===== src/rtl/wmark_uart_pkg.sv =====
`timescale 1ns/1ps
// Shared definitions for the watermark serial transceiver: register word
// addresses and the receiver state encoding.
package wmark_uart_pkg;

    typedef enum logic [2:0] {
        RA_TXDATA  = 3'd0,
        RA_RXDATA  = 3'd1,
        RA_TXCTL   = 3'd2,
        RA_RXCTL   = 3'd3,
        RA_IRQEN   = 3'd4,
        RA_IRQPEND = 3'd5,
        RA_DIVISOR = 3'd6
    } reg_addr_e;

    typedef enum logic [1:0] {
        RXS_IDLE,
        RXS_START,
        RXS_DATA,
        RXS_STOP
    } rx_state_e;

    localparam int WM_LSB = 16;

endpackage


===== src/rtl/wu_fifo.sv =====
`timescale 1ns/1ps
// Synchronous show-ahead FIFO. The head entry is visible on rdata while the
// FIFO is not empty. A push while full and a pop while empty are ignored.
// Assumes a single clock and DEPTH >= 2.
module wu_fifo #(
    parameter int W     = 8,
    parameter int DEPTH = 8,
    localparam int AW   = (DEPTH > 1) ? $clog2(DEPTH) : 1,
    localparam int CW   = $clog2(DEPTH + 1)
) (
    input  logic          clk,
    input  logic          rst_n,
    input  logic          push,
    input  logic [W-1:0]  wdata,
    input  logic          pop,
    output logic [W-1:0]  rdata,
    output logic [CW-1:0] count,
    output logic          full,
    output logic          empty
);
    localparam logic [AW-1:0] LAST = AW'(DEPTH - 1);
    localparam logic [CW-1:0] CFULL = CW'(DEPTH);

    logic [W-1:0]  mem [DEPTH];
    logic [AW-1:0] wptr, rptr;
    logic          do_push, do_pop;

    assign full    = (count == CFULL);
    assign empty   = (count == '0);
    assign do_push = push && !full;
    assign do_pop  = pop && !empty;
    assign rdata   = mem[rptr];

    // Storage write; contents need no reset.
    always_ff @(posedge clk) begin
        if (do_push) mem[wptr] <= wdata;
    end

    // Pointer and occupancy update.
    always_ff @(posedge clk) begin
        if (!rst_n) begin
            wptr  <= '0;
            rptr  <= '0;
            count <= '0;
        end else begin
            if (do_push) wptr <= (wptr == LAST) ? '0 : wptr + 1'b1;
            if (do_pop)  rptr <= (rptr == LAST) ? '0 : rptr + 1'b1;
            count <= count + CW'(do_push) - CW'(do_pop);
        end
    end
endmodule


===== src/rtl/wu_tx.sv =====
`timescale 1ns/1ps
// Transmit shifter. When idle and the FIFO has data, it pops one byte and
// sends start, 8 data bits LSB first and 1 or 2 stop bits. Each bit lasts
// div+1 cycles. The stop-bit count is latched when the frame loads.
module wu_tx #(
    parameter int DIV_W = 16
) (
    input  logic             clk,
    input  logic             rst_n,
    input  logic [DIV_W-1:0] div,
    input  logic             two_stop,
    input  logic             fifo_empty,
    input  logic [7:0]       fifo_data,
    output logic             fifo_pop,
    output logic             txd,
    output logic             busy
);
    logic [10:0]      shreg;
    logic [3:0]       bits_left;
    logic [DIV_W-1:0] bcnt;

    assign fifo_pop = !busy && !fifo_empty;
    assign txd      = busy ? shreg[0] : 1'b1;

    // Frame load, bit timing and shifting.
    always_ff @(posedge clk) begin
        if (!rst_n) begin
            shreg     <= '1;
            bits_left <= '0;
            bcnt      <= '0;
            busy      <= 1'b0;
        end else if (!busy) begin
            if (!fifo_empty) begin
                shreg     <= {2'b11, fifo_data, 1'b0};
                bits_left <= two_stop ? 4'd11 : 4'd10;
                bcnt      <= '0;
                busy      <= 1'b1;
            end
        end else if (bcnt == div) begin
            bcnt      <= '0;
            shreg     <= {1'b1, shreg[10:1]};
            bits_left <= bits_left - 4'd1;
            if (bits_left == 4'd1) busy <= 1'b0;
        end else begin
            bcnt <= bcnt + 1'b1;
        end
    end
endmodule


===== src/rtl/wu_rx.sv =====
`timescale 1ns/1ps
// Oversampling receiver. It synchronizes rxd and generates 16 sample ticks
// per bit, one every (div+1)/16 cycles. It confirms the start bit on the
// 8th tick, samples data and stop bits every 16 ticks after that, and pulses
// push for a frame whose stop bit is high.
module wu_rx #(
    parameter int DIV_W = 16
) (
    input  logic             clk,
    input  logic             rst_n,
    input  logic [DIV_W-1:0] div,
    input  logic             rxd,
    output logic             push,
    output logic [7:0]       data
);
    import wmark_uart_pkg::*;

    rx_state_e      state;
    logic           sync1, sync2;
    logic [DIV_W:0] period, ps_top, pcnt;
    logic [3:0]     tcnt;
    logic [2:0]     bidx;
    logic           tick;

    assign period = ({1'b0, div} + 1'b1) >> 4;
    assign ps_top = (period == '0) ? '0 : period - 1'b1;
    assign tick   = (pcnt == ps_top);

    // Two-stage synchronizer for the asynchronous line.
    always_ff @(posedge clk) begin
        if (!rst_n) begin
            sync1 <= 1'b1;
            sync2 <= 1'b1;
        end else begin
            sync1 <= rxd;
            sync2 <= sync1;
        end
    end

    // Frame state machine with sample tick counting.
    always_ff @(posedge clk) begin
        if (!rst_n) begin
            state <= RXS_IDLE;
            pcnt  <= '0;
            tcnt  <= '0;
            bidx  <= '0;
            data  <= '0;
            push  <= 1'b0;
        end else begin
            push <= 1'b0;
            if (state == RXS_IDLE) begin
                pcnt <= '0;
                tcnt <= '0;
                bidx <= '0;
                if (!sync2) state <= RXS_START;
            end else begin
                pcnt <= tick ? '0 : pcnt + 1'b1;
                if (tick) begin
                    tcnt <= tcnt + 4'd1;
                    case (state)
                        RXS_START: if (tcnt == 4'd7) begin
                            tcnt  <= '0;
                            state <= sync2 ? RXS_IDLE : RXS_DATA;
                        end
                        RXS_DATA: if (tcnt == 4'd15) begin
                            data <= {sync2, data[7:1]};
                            bidx <= bidx + 3'd1;
                            if (bidx == 3'd7) state <= RXS_STOP;
                        end
                        RXS_STOP: if (tcnt == 4'd15) begin
                            push  <= sync2;
                            state <= RXS_IDLE;
                        end
                        default: state <= RXS_IDLE;
                    endcase
                end
            end
        end
    end
endmodule


===== src/rtl/wmark_uart.sv =====
`timescale 1ns/1ps
// Serial transceiver top. It holds the register file, both FIFOs, the
// transmit shifter, the oversampling receiver and the watermark interrupt
// logic. The register port accepts one access per cycle. Read data is
// registered and returned one cycle later.
module wmark_uart #(
    parameter int DEPTH     = 8,
    parameter int DIV_W     = 16,
    parameter int DIV_RESET = 15,
    localparam int CW       = $clog2(DEPTH + 1)
) (
    input  logic        clk,
    input  logic        rst_n,
    input  logic        req_valid,
    output logic        req_ready,
    input  logic        req_write,
    input  logic [2:0]  req_addr,
    input  logic [31:0] req_wdata,
    output logic        rsp_valid,
    output logic [31:0] rsp_rdata,
    output logic        txd,
    input  logic        rxd,
    output logic        irq
);
    import wmark_uart_pkg::*;

    logic             two_stop;
    logic [CW-1:0]    tx_wm, rx_wm;
    logic [1:0]       ie;
    logic [DIV_W-1:0] div;

    logic [CW-1:0] tx_count, rx_count;
    logic          tx_full, tx_empty, rx_full, rx_empty;
    logic [7:0]    tx_head, rx_head, rx_byte;
    logic          tx_push, tx_pop, tx_busy, rx_push, rx_pop;
    logic          wr_en, rd_en;
    logic [1:0]    pend;
    logic [31:0]   rd_mux;

    assign req_ready = 1'b1;
    assign wr_en     = req_valid && req_write;
    assign rd_en     = req_valid && !req_write;
    assign tx_push   = wr_en && (req_addr == RA_TXDATA);
    assign rx_pop    = rd_en && (req_addr == RA_RXDATA);

    assign pend[0] = (tx_count < tx_wm);
    assign pend[1] = (rx_count > rx_wm);
    assign irq     = |(pend & ie);

    wu_fifo #(.W(8), .DEPTH(DEPTH)) u_txq (
        .clk, .rst_n, .push(tx_push), .wdata(req_wdata[7:0]), .pop(tx_pop),
        .rdata(tx_head), .count(tx_count), .full(tx_full), .empty(tx_empty)
    );

    wu_fifo #(.W(8), .DEPTH(DEPTH)) u_rxq (
        .clk, .rst_n, .push(rx_push), .wdata(rx_byte), .pop(rx_pop),
        .rdata(rx_head), .count(rx_count), .full(rx_full), .empty(rx_empty)
    );

    wu_tx #(.DIV_W(DIV_W)) u_tx (
        .clk, .rst_n, .div, .two_stop, .fifo_empty(tx_empty),
        .fifo_data(tx_head), .fifo_pop(tx_pop), .txd, .busy(tx_busy)
    );

    wu_rx #(.DIV_W(DIV_W)) u_rx (
        .clk, .rst_n, .div, .rxd, .push(rx_push), .data(rx_byte)
    );

    // Control register writes.
    always_ff @(posedge clk) begin
        if (!rst_n) begin
            two_stop <= 1'b0;
            tx_wm    <= '0;
            rx_wm    <= '0;
            ie       <= '0;
            div      <= DIV_W'(DIV_RESET);
        end else if (wr_en) begin
            case (req_addr)
                RA_TXCTL: begin
                    two_stop <= req_wdata[0];
                    tx_wm    <= req_wdata[WM_LSB +: CW];
                end
                RA_RXCTL:   rx_wm <= req_wdata[WM_LSB +: CW];
                RA_IRQEN:   ie    <= req_wdata[1:0];
                RA_DIVISOR: div   <= req_wdata[DIV_W-1:0];
                default: ;
            endcase
        end
    end

    // Read data selection.
    always_comb begin
        rd_mux = '0;
        case (req_addr)
            RA_TXDATA: rd_mux[31] = tx_full;
            RA_RXDATA: begin
                rd_mux[31]  = rx_empty;
                rd_mux[7:0] = rx_empty ? 8'h00 : rx_head;
            end
            RA_TXCTL: begin
                rd_mux[0]             = two_stop;
                rd_mux[WM_LSB +: CW]  = tx_wm;
            end
            RA_RXCTL:   rd_mux[WM_LSB +: CW] = rx_wm;
            RA_IRQEN:   rd_mux[1:0] = ie;
            RA_IRQPEND: rd_mux[1:0] = pend;
            RA_DIVISOR: rd_mux[DIV_W-1:0] = div;
            default: ;
        endcase
    end

    // Registered read response.
    always_ff @(posedge clk) begin
        if (!rst_n) begin
            rsp_valid <= 1'b0;
            rsp_rdata <= '0;
        end else begin
            rsp_valid <= rd_en;
            if (rd_en) rsp_rdata <= rd_mux;
        end
    end
endmodule


===== config.mk =====
export PLATFORM = sky130hd
export DESIGN_NAME = wmark_uart
export DESIGN_NICKNAME = d
export VERILOG_FILES = /design/src/rtl/wmark_uart_pkg.sv /design/src/rtl/wu_fifo.sv /design/src/rtl/wu_tx.sv /design/src/rtl/wu_rx.sv /design/src/rtl/wmark_uart.sv
export SDC_FILE = /design/constraint.sdc
export NUM_CORES = 1
export LEC_CHECK = 0
export BUFFER_PORTS_ARGS = -buffer_cell sky130_fd_sc_hd__buf_2
export CORE_MARGIN = 8
export CORE_UTILIZATION = 60
export DETAILED_ROUTE_END_ITERATION = 12
export PLACE_DENSITY = 0.79
export SLEW_MARGIN = 5
export SYNTH_ARGS = -nofsm -noshare
export SYNTH_HDL_FRONTEND = slang
export SYNTH_SLANG_ARGS = --single-unit

===== constraint.sdc =====
create_clock -name clk -period 5 [get_ports clk]
set_clock_uncertainty 0.05 [all_clocks]
set_input_delay 0.75 -clock clk [delete_from_list [all_inputs] [get_ports clk]]
set_output_delay 0.75 -clock clk [all_outputs]
set_load 0.005 [all_outputs]

## After elaboration in Yosys (flattened, before gate mapping)

Memories as Yosys holds them, arrays and structs flattened. A register that Yosys moved wholly into a read port is not among the register bits.
Index checks and enable logic that the tools add are counted.

| storage, ports and cells | value |
|---|---|
| register bits after elaboration | 138 |
| bits in writable memories | 128 |
| bits of input ports | 40 |
| output and inout port bits | 36 |
| logic and storage cells | 157 |
| memories | 2 |

| cells by class | value |
|---|---|
| add/sub/neg operators | 15 |
| order comparisons | 2 |
| eq/ne operators | 28 |
| muxes and demuxes | 46 |
| bitwise gates (word level) | 6 |
| reductions and logical operators | 33 |

Memory list:

| name | words | width | rd ports | clocked after Yosys merged registers in | write ports | RTL line | source |
|---|---|---|---|---|---|---|---|
| u_rxq.mem | 8 | 8 | 1 | 1 | 1 | wu_fifo.sv:24 | `logic [W-1:0] mem [DEPTH];` |
| u_txq.mem | 8 | 8 | 1 | 1 | 1 | wu_fifo.sv:24 |  |

Operator list:

| operator | count |
|---|---|
| two-way mux 16 bit | 3 |
| two-way mux 11 bit | 3 |
| equality test 3 bit, second input constant | 8 |
| two-way mux 3 bit | 8 |
| two-way mux 4 bit | 5 |
| adder 16 x 1 -> 17 bit, second input constant | 1 |
| adder 17 x 1 -> 17 bit, second input constant | 1 |
| equality test 17 bit | 1 |
| zero test 17 bit | 1 |
| two-way mux 17 bit | 1 |
| adder 16 x 1 -> 16 bit, second input constant | 1 |
| equality test 16 bit | 1 |
| two-way mux 2 bit | 8 |
| two-way mux 8 bit | 2 |
| adder 3 x 1 -> 3 bit, second input constant | 5 |
| subtractor 13 x 1 -> 14 bit, second input constant | 1 |
| equality test 4 bit, second input constant | 3 |
| inequality test 3 x 1 -> 1 bit, second input constant | 4 |
| one-hot mux 6 bit (2 select lines) | 1 |
| two-way mux 1 bit | 10 |
| AND reduction 2 bit | 5 |
| logical AND 1 bit | 9 |
| adder 4 x 1 -> 4 bit | 2 |
| zero test 4 bit | 2 |
| other kinds (29) | 44 |

## Logic depth before layout (Yosys ltp)

Gate-level depths: netlist (run 1).

| depth | value |
|---|---|
| depth in word-level cells | 6 |
| depth in mapped cells | 16 |
| depth with buffers taken out | 13 |

## Hierarchy

From an unflattened synthesis (run 1), not the netlist that was laid out.

| unflattened totals | value |
|---|---|
| cells, all modules | 1,197 |
| area, all modules | 13,620.6 um^2 |

By module, submodules not included:

| module | times used | cells an instance | area each (um^2) | seq. area each (um^2) |
|---|---|---|---|---|
| wu_fifo at u_txq | 1 | 172 | 3,180.6 | 2,182.1 |
| wu_fifo at u_rxq | 1 | 172 | 3,176.8 | 2,182.1 |
| wu_rx | 1 | 384 | 3,036.7 | 740.7 |
| wmark_uart | 1 | 267 | 2,427.3 | 980.9 |
| wu_tx | 1 | 202 | 1,799.2 | 600.6 |

## Worst setup path after synthesis (run 1)

Ideal clock, no wire load.

| timing | value |
|---|---|
| path type | register -> register |
| start point | reg div[3] |
| end point | reg u_rx.tcnt[0] |
| library setup time | 0.070 ns |
| arrival | 3.751 ns |
| required time | 4.880 ns |
| path slack | 1.129 ns |
| cell stages (with the launch flop) | 15 |
| path buffers | 2 |
| clock period less this slack | 3.871 ns |
| path through | dfxtp_1 -> and4_1 -> buf_4 -> xnor2_1 -> ha_1 -> nor3b_1 -> nand2_1 -> a221o_1 -> or4_1 -> o21ai_0 -> nand4_1 -> or4_4 -> buf_6 -> or3_1 -> a21oi_1 |

| on the way | value |
|---|---|
| cells in the longest elaborated chain, start to end | 4 |
| elaborated cells between the ends (all ways) | 5 |
| classes of those cells | add/sub: 2; eq/ne: 1; mux: 1; reduce/logical: 1 |

Ends and longest elaborated chain:

| what | RTL line | source |
|---|---|---|
| start: declaration | wmark_uart.sv:30 | `logic [DIV_W-1:0] div;` |
| start signal: assignment | wmark_uart.sv:76 | `div <= DIV_W'(DIV_RESET);` |
| start signal: assignment | wmark_uart.sv:85 | `RA_DIVISOR: div <= req_wdata[DIV_W-1:0];` |
| adder 16 x 1 -> 17 bit (*) | wu_rx.sv:25 | `assign period = ({1'b0, div} + 1'b1) >> 4;` |
| subtractor 13 x 1 -> 14 bit or zero test 17 bit (tied branches) | wu_rx.sv:26 | `assign ps_top = (period == '0) ? '0 : period - 1'b1;` |
| two-way mux 17 bit (*) | wu_rx.sv:26 |  |
| equality test 17 bit (*) | wu_rx.sv:27 | `assign tick = (pcnt == ps_top);` |
| end signal: assignment | wu_rx.sv:59 | `tcnt <= tcnt + 4'd1;` |
| end: declaration | wu_rx.sv:21 | `logic [3:0] tcnt;` |

Mark *: on every way between the ends. The rest lies on a longest branch, timed or not.
A chain may end at the register's enable or synchronous reset.

## Final worst setup path (run 1)

| timing | value |
|---|---|
| start point | reg div[1] |
| end point | reg u_rx.pcnt[16] |

| on the way | value |
|---|---|
| cells in the longest elaborated chain, start to end | 5 |
| elaborated cells between the ends (all ways) | 6 |
| classes of those cells | add/sub: 2; eq/ne: 1; mux: 1; reduce/logical: 2 |

Ends and longest elaborated chain:

| what | RTL line | source |
|---|---|---|
| adder 16 x 1 -> 17 bit (*) | wu_rx.sv:25 |  |
| subtractor 13 x 1 -> 14 bit or zero test 17 bit (tied branches) | wu_rx.sv:26 |  |
| two-way mux 17 bit (*) | wu_rx.sv:26 |  |
| equality test 17 bit (*) | wu_rx.sv:27 |  |
| OR reduction 3 bit (no line) (*) | -- |  |
| end signal: assignment | wu_rx.sv:57 | `pcnt <= tick ? '0 : pcnt + 1'b1;` |
| end: declaration | wu_rx.sv:20 | `logic [DIV_W:0] period, ps_top, pcnt;` |

Marks and branches as above.

==> impl_results.md, run 1 <==
- Outcome: finished clean
- Met3 wire length: 1490 um
- Setup total negative slack: 0 ns
- Dpl cells: 1,438
- Cell leakage power: 0.00493 uW
- Top Metal Used: met4
- # IOs: 76
- Post-DP HPWL: 18,300 um
- Htree depth: 1
- CTS sink count: 270
- Syn Std Cell Area: 0.0129 mm2
- RSZ-0062 raised after global routing: false
- Share of cells above drive strength 1: 0.131
- Clock Path Buffers: 3
- Rows: 53
- Power per Cell Area: 373 mW/mm2
- Crit share post-route: 0.934
- Top cells by area, synth: edfxtp_1 (30%), dfxtp_1 (22%), mux4_2 (5.6%)
- Tmin final: 4.67 ns
- Root Buffer: clkbuf_16
- Placer Congestion: 0.877
- Starting Density: 0.611
- WL per Instance: 18.7 um
- Die width: 163 um
- DR DRC count: 0
- Ys Warns: 0
- R2r setup slk: 0.33 ns
- Final Setup Violations: 0
- Vias in the first global route: 8,779
- Setup Fix Bufs, Post-CTS: 0
- Clock transition at the registers of the reported paths: 0.06 ns
- Hold violation total from the final report: 0
- Gate Count Post-Synth: 1,167
- Grt total ovfl: 0
- Count of cells along the worst hold path: 2
- Startpoint types: flip-flop
- Area grow syn2layout: 9.48%
- CP Class: flip-flop to flip-flop
- Largest area contributor in the netlist: edfxtp_1
- Count leader, synth: dfxtp_1
- Global-route wire length before repair: 45,300 um
- Routed vias: 8,829
- NumNets Final: 1,275
- Total GRT Usage: 0.210
- Pins Over Slew Limit: 0
- Reg2reg end: u_rx.pcnt[16]
- Syn Area/Cell: 11.0 um2
- Primary FF master, synth: dfxtp_1
- Full die area: 0.0264 mm2
- Chip height: 163 um
- Fin cells: 1,488
- Post-synth top cells: dfxtp_1 (142), nand2_1 (131), edfxtp_1 (128)
- CTS Hold Bufs: 0
- Largest net degree at the start of global routing: 115
- Worst-path fanout max: 16
- Seq/Total Area, Yosys: 0.519
- Maxcap violations: 0
- # port buffers: 51
- Initial antenna violation count: 0
- Reg-to-reg startpoint: div[1]
- Final wirelength: 27,800 um
- Worst-Margin Slew: 1.15 ns
- Met1 wire length: 11,900 um
- Tightest Hold Check Type: input port to flip-flop
- Register-to-Register Path Depth: 13
- Post-synth cell types: 68
- Core area: 0.0211 mm2
- Worst Setup SP: div[1]
- Worst vdd ir: 0.292 mV
- Vias per Instance: 5.93
- Drt first-iter violations: 711
- Slew headroom: 0.231
- CTS buffer count: 27
- Post-cts sizing count: 0
- Ys async rst share: 0
- Diodes inserted: 0
- Area share of the largest cell type after synthesis: 0.298
- DRT antenna net count: 0
- CTS tree: built
- WHS: 0.346 ns
- Yosys reg bits: 270
- EDFF count, synth: 128
- Worst Setup EP: u_rx.pcnt[16]
- Peak Freq: 0.214 GHz
- WP data required: 5.35 ns
- CP arrival: 5.02 ns
- First-pass iteration count of the detailed router: 5
- Worst skew pair latency: 0.54 ns
- Setup crit end kind: flip-flop
- Routed met2 length: 13,800 um
==> metrics by stage <==
| step | total power (uW) | area, um2 | setup WS (ns) | utilization |
|---|---|---|---|---|
| after global routing | 5500 | 14100 | 0.00351 | 0.669 |
| after floorplan | 3170 | 12900 | 1.13 | - |
| after global placement | 3310 | 13300 | 0.483 | 0.629 |
| final | 5270 | 14100 | 0.331 | 0.669 |
| after CTS | 5290 | 14100 | 0.265 | 0.669 |
| after detailed placement | 3340 | 13300 | 0.315 | 0.629 |
==> logic make-up after synthesis <==
family,count (synthesis),share of synthesized area
buffers and inverters,118,0.0409
multiplexers,77,0.0909
adder cells (fa/ha/maj),43,0.0429
flip-flops,270,0.519
AO/OA/AOI/OAI,177,0.0969
other,2,0.000582
AND/OR/NAND/NOR,425,0.171
XOR/XNOR,55,0.0385
==> where the power goes <==
| part | switching, uW | internal, uW | leakage (uW) |
|---|---|---|---|
| Combinational | 415 | 362 | 0.00234 |
| Sequential | 136 | 2390 | 0.00217 |
| Clock | 843 | 1120 | 0.000415 |
| Total | 1390 | 3870 | 0.00493 |
==> critical path, cell delays in order, from the launching register on <==
cell and delay (ns):
dfxtp_1 0.44, and4_1 0.57, nand2_1 0.13, xor2_1 0.20, ha_1 0.22, nor3b_1 0.45
nand2_1 0.17, a221o_1 0.41, or4_1 0.42, o21ai_0 0.12, nand4_1 0.13, or4_4 0.63
nand2_1 0.47, nor2_1 0.11
==> layout make-up <==
class	count	area, um2
fillers	1588	6970
multi-input cells	789	5730
clock buffers	36	719
repair buffers	66	368
inverters	38	143
clock inverters	14	130
flip-flops and latches	270	6690
well taps	275	344
==> worst min path at each step <==
stage	from	end	slack (ns)
CTS	rxd	u_rx.sync1	0.34
finish	rxd	u_rx.sync1	0.35
detailed placement	u_rx.sync1	u_rx.sync2	0.35
floorplan	u_rx.sync1	u_rx.sync2	0.34
global placement	u_rx.sync1	u_rx.sync2	0.35
global route	rxd	u_rx.sync1	0.35
==> registers in the layout (all words and copies together) (netlist names), 3 cells and up, named ones only <==
register,cells
u_txq.rptr,3
u_rx.bidx,3
u_rxq.count,4
u_tx.shreg,9
u_txq.wptr,3
u_rxq.rptr,3
u_txq.count,4
u_rxq.mem,64
u_rx.tcnt,4
rsp_rdata,21
u_tx.bcnt,16
u_rx.data,8
u_tx.bits_left,4
u_txq.mem,64
u_rxq.wptr,3
tx_wm,4
rx_wm,4
div,16
u_rx.pcnt,17
==> metal layers <==
metal  vias to the layer above  global-route usage
met5                         -                   0
met4                         0              0.0621
met3                        45              0.0306
met2                       236               0.361
met1                      4292               0.272
li1                       4256                   -
==> cell usage in the layout (no fill, tap or decap), types with 15 or more instances in the layout <==
| master | count |
|---|---|
| nor2b_1 | 44 |
| and3_1 | 22 |
| buf_4 | 15 |
| a21oi_1 | 35 |
| nand2_1 | 131 |
| ha_1 | 41 |
| dfxtp_1 | 142 |
| buf_2 | 51 |
| edfxtp_1 | 128 |
| mux2i_1 | 44 |
| inv_1 | 38 |
| nor2_1 | 67 |
| nand3_1 | 39 |
| o211ai_1 | 22 |
| clkbuf_16 | 27 |
| o21ai_0 | 35 |
| nor3_1 | 17 |
| a21boi_0 | 32 |
| xor2_1 | 26 |
| nand4_1 | 16 |
| xnor2_1 | 28 |
| mux4_2 | 32 |
| nor4_1 | 17 |
Note: power is estimated with default switching activity, not from simulation.
==> inputs of run 2 (changes only) <==
--- a/config.mk
+++ b/config.mk
@@ -12,2 +12,3 @@
 export PLACE_DENSITY = 0.79
+export SETUP_SLACK_MARGIN = 0.3
 export SLEW_MARGIN = 5
--- a/constraint.sdc
+++ b/constraint.sdc
@@ -4,2 +4,2 @@
 set_output_delay 0.75 -clock clk [all_outputs]
-set_load 0.005 [all_outputs]
+set_load 0.05 [all_outputs]
==> run 2 against run 1 <==
Via count rose by 0.42%; setup slack improved by 0.33 ns; global-route usage barely moved; non-clock buffer count is the same; largest cell class unchanged.
==> impl_results.md, run 2 (same netlist as run 1, synthesis figures left out) <==
- Outcome: finished clean
- Placer Congestion: 0.877 (unchanged)
- # fillers: 1,589 (+0.063%)
- Clock Path Buffers: 3 (unchanged)
- WP data required: 5.35 ns (about the same)
- Total power: 5310 uW (+0.77%)
- Area grow syn2layout: 9.53% (about the same)
- Worst-Margin Slew: 1.17 ns (+0.0229 ns)
- Maxcap violations: 0 (unchanged)
- CTS sink count: 270 (unchanged)
- # port buffers: 51 (unchanged)
- Starting Density: 0.611 (unchanged)
- Full die area: 0.0264 mm2 (unchanged)
- Root Buffer: clkbuf_16
- Comb power frac: 0.154 (+0.007)
- DR DRC count: 0 (unchanged)
- Setup crit end kind: flip-flop
- CTS buffer count: 27 (unchanged)
- Rows: 53 (unchanged)
- Final Setup Violations: 0 (unchanged)
- Dpl ws: 0.315 ns (unchanged)
- Final WS setup: 0.657 ns (+0.326 ns)
- Power per Cell Area: 376 mW/mm2 (+0.73%)
- Clock transition at the registers of the reported paths: 0.06 ns (about the same)
- Final instance area: 0.0141 mm2 (about the same)
- Clock share of power: 0.370 (-0.002)
- Hold violation total from the final report: 0 (unchanged)
- Vias in the first global route: 8,782 (+0.034%)
- Initial antenna violation count: 0 (unchanged)
- Post-DP HPWL: 18,300 um (unchanged)
- CTS tree: built
- Total GRT Usage: 0.210 (about the same)
- Die width: 163 um (unchanged)
- RSZ-0062 raised after global routing: false
- Tmin final: 4.34 ns (-0.326 ns)
- Startpoint types: flip-flop
- Cell leakage power: 0.00493 uW (about the same)
- Pins Over Slew Limit: 0 (unchanged)
- Net Sw Frac: 0.270 (+0.00557)
- Vias per Instance: 5.96 (+0.42%)
- Most frequent cells in the layout: dfxtp_1 (142), nand2_1 (131), edfxtp_1 (128)
- Grt total ovfl: 0 (unchanged)
- DRT antenna net count: 0 (unchanged)
- CP Class: flip-flop to flip-flop
- Crit share post-route: 0.869 (-0.0651)
- Final wirelength: 27,800 um (+0.12%)
- Tightest Hold Check Type: input port to flip-flop
- Diodes inserted: 0 (unchanged)
- Sw power: 1430 uW (+2.9%)
- Peak Freq: 0.230 GHz (+7.5%)
- Chip height: 163 um (unchanged)
- Largest net degree at the start of global routing: 115 (unchanged)
- Routed vias: 8,866 (+0.42%)
- Worst skew pair latency: 0.54 ns (about the same)
- Setup Fix Bufs, Post-CTS: 0 (unchanged)
- Count of cells along the worst hold path: 2 (unchanged)
- # IOs: 76 (unchanged)
- Placed Area: 0.0133 mm2 (unchanged)
- Most common cell after layout, fill and taps aside: dfxtp_1
- Int Power: 3880 uW (about the same)
- Worst vdd ir: 0.299 mV (+2.6%)
- NumNets Final: 1,275 (unchanged)
- Core area: 0.0211 mm2 (unchanged)
- Sequential power share: 0.476 (-0.004)
- First-pass iteration count of the detailed router: 6 (+1)
- CP arrival: 4.69 ns (-0.33 ns)
- Htree depth: 1 (unchanged)
- Register-to-Register Path Depth: 13 (unchanged)
- Largest regs: u_rxq.mem x64, u_txq.mem x64, rsp_rdata x21
- Slew headroom: 0.216 (-0.0153)
- WL per Instance: 18.7 um (+0.12%)
- Share of cells above drive strength 1: 0.133 (+0.00165)
- Worst-path fanout max: 16 (unchanged)
- Drt first-iter violations: 719 (+1.1%)
- Global-route wire length before repair: 45,300 um (about the same)
- Fin util: 0.670 (about the same)
- Setup total negative slack: 0 ns (unchanged)
run 2: cell count changes in the layout (fill, tap and decap cells not counted):
cell     previous run  this run
and4_1              5         4
and4_2              0         1
nor3b_1            13        12
nor3b_2             0         1
run 2: metrics by stage:
stage / cells / hold WS, ns
final: 1488 / 0.345
after global routing: 1488 / 0.353
after CTS: 1488 / 0.336
after detailed placement: 1438 / 0.348
after global placement: 1438 / 0.351
after floorplan: 1177 / 0.336
run 2: path summary, 6_finish.rpt:
kind / endpoint / slack [ns] / start
max: u_rx.pcnt[16] / 0.66 / div[1]
min: u_rx.sync1 / 0.34 / rxd
max reg2reg: u_rx.pcnt[16] / 0.66 / div[1]
min reg2reg: u_rx.sync2 / 0.36 / u_rx.sync1
run 2: power groups by stage:
stage          registers (uW)  logic (uW)  clock network, uW
6_report                 2530         817               1960
4_1_cts                  2530         817               1990
3_3_place_gp             2570         777                  0
2_1_floorplan            2500         710                  0
5_1_grt                  2550         916               2080
3_5_place_dp             2570         804                  0
run 2: area by class of cell:
class / count / area, um2 / share of cell area
sequential: 270 / 6690 / 0.473
clock buffer: 36 / 719 / 0.0509
clock inverter: 14 / 130 / 0.00921
timing repair buffer: 66 / 368 / 0.0260
tap: 275 / 344 / 0.0244
inverter: 38 / 143 / 0.0101
multi-input combinational: 789 / 5730 / 0.406
run 2: routing by layer:
metal | GRT usage | vias up | part of all wire
met3 | 0.0306 | 52 | 0.053
met5 | 0 | - | 0
met2 | 0.361 | 229 | 0.49
met4 | 0.0621 | 0 | 0.022
li1 | - | 4262 | -
met1 | 0.272 | 4323 | 0.43
run 2: repair_timing:
action	in CTS	in global routing
hold buffers	0	0
endpoints found under the setup margin	6	32
gates resized for setup	1	2
cloned	0	0
run 2: worst max-delay path: stages (launching register included):
cell and delay (ns):
dfxtp_1 0.44, and4_2 0.46, nand2_1 0.11, xor2_1 0.20
ha_1 0.23, nor3b_2 0.30, nand2_1 0.13, a221o_1 0.40
or4_1 0.42, o21ai_0 0.13, nand4_1 0.13, or4_4 0.63
nand2_1 0.47, nor2_1 0.11
==> inputs of run 3 (changes only) <==
Settings changed: BUFFER_PORTS_ARGS -buffer_cell sky130_fd_sc_hd__buf_2 to unset, CTS_BUF_LIST set to sky130_fd_sc_hd__clkbuf_4, DONT_BUFFER_PORTS set to 1, PLACE_DENSITY 0.79 to 0.76.
==> run 3 against run 2 <==
Count of clock-buffer cells in the layout increased by 68; cell area shrank 1.5%; maximum frequency is 0.85% higher; cell count grew 1.7%; sequential share of layout area increased by 0.71 points; routed wire length decreased by 4.0%; utilization decreased by 0.98 points; critical path depth did not move; critical endpoint is now u_rx.state[0]; largest power group unchanged.
==> impl_results.md, run 3 (same netlist as run 1, synthesis figures left out) <==
- First-pass iteration count of the detailed router: 5 (-1)
- Final WS setup: 0.694 ns (+0.0368 ns)
- Routed vias: 8,749 (-1.3%)
- Initial antenna violation count: 1 (+1)
- # port buffers: 0 (-100%)
- # fillers: 1,676 (+5.5%)
- WL per Instance: 17.6 um (-5.6%)
- Met1 global-route usage: 0.253 (-0.0192)
- Maxcap violations: 0 (unchanged)
- Peak Freq: 0.232 GHz (+0.85%)
- Count of cells along the worst hold path: 0 (-2)
- Worst Setup SP: div[1]
- WP data required: 5.53 ns (+0.18 ns)
- Largest net degree at the start of global routing: 116 (+0.87%)
- Most frequent cells in the layout: dfxtp_1 (142), nand2_1 (130), edfxtp_1 (128)
- CP arrival: 4.83 ns (+0.14 ns)
- Global-route wire length before repair: 43,400 um (-4.2%)
- Tightest Hold Check Type: input port to flip-flop
- Final Setup Violations: 0 (unchanged)
- Met2 usage: 0.333 (-0.0280)
- WHS Endpoint: u_txq.mem[5][4]
- Most common cell after layout, fill and taps aside: dfxtp_1
- Total GRT Usage: 0.203 (-0.00698)
- Grt total ovfl: 0 (unchanged)
- CTS tree: built
- RSZ-0062 raised after global routing: false
- Core area: 0.0211 mm2 (unchanged)
- Placed Area: 0.0130 mm2 (-2.0%)
- Setup crit end kind: flip-flop
- Worst vdd ir: 0.238 mV (-21%)
- Cell leakage power: 0.00482 uW (-2.3%)
- Hold violation total from the final report: 0 (unchanged)
- Rows: 53 (unchanged)
- Root Buffer: clkbuf_4
- # IOs: 76 (unchanged)
- Worst skew pair latency: 0.68 ns (+0.14 ns)
- Final instance area: 0.0139 mm2 (-1.5%)
- R2r setup slk: 0.69 ns (+0.04 ns)
- Die width: 163 um (unchanged)
- CTS sink count: 270 (unchanged)
- Register area: 0.00669 mm2 (unchanged)
- Drt first-iter violations: 570 (-21%)
- Htree depth: 3 (+2)
- Chip height: 163 um (unchanged)
- Multi-input logic area: 0.00573 mm2 (about the same)
- Largest regs: u_rxq.mem x64, u_txq.mem x64, rsp_rdata x21
- Worst-Margin Slew: 1.11 ns (-0.0612 ns)
- Vias in the first global route: 8,564 (-2.5%)
- Full die area: 0.0264 mm2 (unchanged)
- Setup total negative slack: 0 ns (unchanged)
- Tmin final: 4.31 ns (-0.0368 ns)
- CTS buffer count: 71 (+160%)
- Register-to-Register Path Depth: 13 (unchanged)
- Area grow syn2layout: 7.92%
- Crit share post-route: 0.861 (-0.00736)
- Power per Cell Area: 373 mW/mm2 (-0.86%)
- CTS Hold Bufs: 0 (unchanged)
- Reg2reg end: u_rx.state[0]
- NumNets Final: 1,267 (-0.63%)
- Reg-to-reg startpoint: div[1]
- CP Class: flip-flop to flip-flop
- Starting Density: 0.611 (unchanged)
- Beginning of the worst hold path: req_wdata[4]
- GR Layer Usage met3: 0.0549 (+0.0243)
- DR DRC count: 0 (unchanged)
- Clock Path Buffers: 3 (unchanged)
- Busiest grt layer: met2
- Pins Over Slew Limit: 0 (unchanged)
- Slew headroom: 0.257 (+0.0409)
- Placer Congestion: 0.894 (+1.9%)
- Vias per Instance: 5.78 (-3.0%)
- Post-DP HPWL: 17,800 um (-2.7%)
- Startpoint types: flip-flop
- Final wirelength: 26,700 um (-4.0%)
- DRT antenna net count: 0 (unchanged)
- Share of cells above drive strength 1: 0.147 (+0.0143)
- Dpl ws: 0.452 ns (+0.138 ns)
- Clock transition at the registers of the reported paths: 0.07 ns (about the same)
- Worst-path fanout max: 13 (-3)
- Outcome: finished clean
## run 3: changes by cell type in the layout (fill, tap and decap cells not counted), moves of 2 or more
cell / previous run / this run
inv_2: 0 / 2
buf_2: 51 / 0
clkbuf_1: 8 / 0
clkinv_2: 5 / 2
clkbuf_4: 0 / 104
clkinv_1: 3 / 16
inv_6: 2 / 0
clkbuf_16: 27 / 0
## run 3: repair_timing
action / 4_1_cts / 5_1_grt
endpoints found under the setup margin: 0 / 31
gates resized for setup: 0 / 3
setup buffers: 0 / 0
endpoints found under the hold margin: 0 / 0
## run 3: final cells by class
| class | instances | area share |
|---|---|---|
| repair buffers | 14 | 0.00755 |
| inverters | 38 | 0.0103 |
| flip-flops and latches | 270 | 0.480 |
| diodes | 1 | 0.000180 |
| clock buffers | 104 | 0.0561 |
| multi-input cells | 789 | 0.412 |
| well taps | 275 | 0.0247 |
| clock inverters | 23 | 0.00890 |
## run 3: per-stage QoR
step / cells / util / power (uW) / hold WS [ns]
global route: 1514 / 0.660 / 5480 / 0.0580
finish: 1514 / 0.660 / 5190 / 0.117
floorplan: 1177 / - / 3210 / 0.336
CTS: 1513 / 0.659 / 5260 / 0.0654
detailed placement: 1386 / 0.616 / 3330 / 0.353
global placement: 1386 / 0.616 / 3310 / 0.345
## run 3: worst max-delay path: stages (launching register included)
cell	delay, ns
dfxtp_1	0.44
and4_2	0.47
nand2_1	0.11
xor2_1	0.21
ha_1	0.22
nor3b_2	0.28
nand2_1	0.13
a221o_1	0.40
or4_1	0.42
o21ai_0	0.13
nand4_1	0.11
or4_4	0.62
a2111oi_4	0.41
mux2i_1	0.23
## run 3: worst max path at each step
stage / to / slack, ns / depth (start not counted)
after floorplan: u_rx.tcnt[0] / 1.13 / 14
after global placement: u_rx.state[1] / 0.56 / 13
after detailed placement: u_rx.state[0] / 0.45 / 13
after CTS: u_rx.pcnt[5] / 0.43 / 13
after global routing: u_rx.state[0] / 0.37 / 13
final: u_rx.state[0] / 0.69 / 13
## run 3: where the power goes
| part | internal [uW] | switching, uW |
|---|---|---|
| combinational | 346 | 398 |
| sequential | 2390 | 147 |
| clock | 1010 | 891 |
## run 3: metal layers
layer,vias up,wire (um)
li1,4274,-
met3,54,1650
met1,4199,11500
met2,222,12900
met4,0,621
met5,-,0
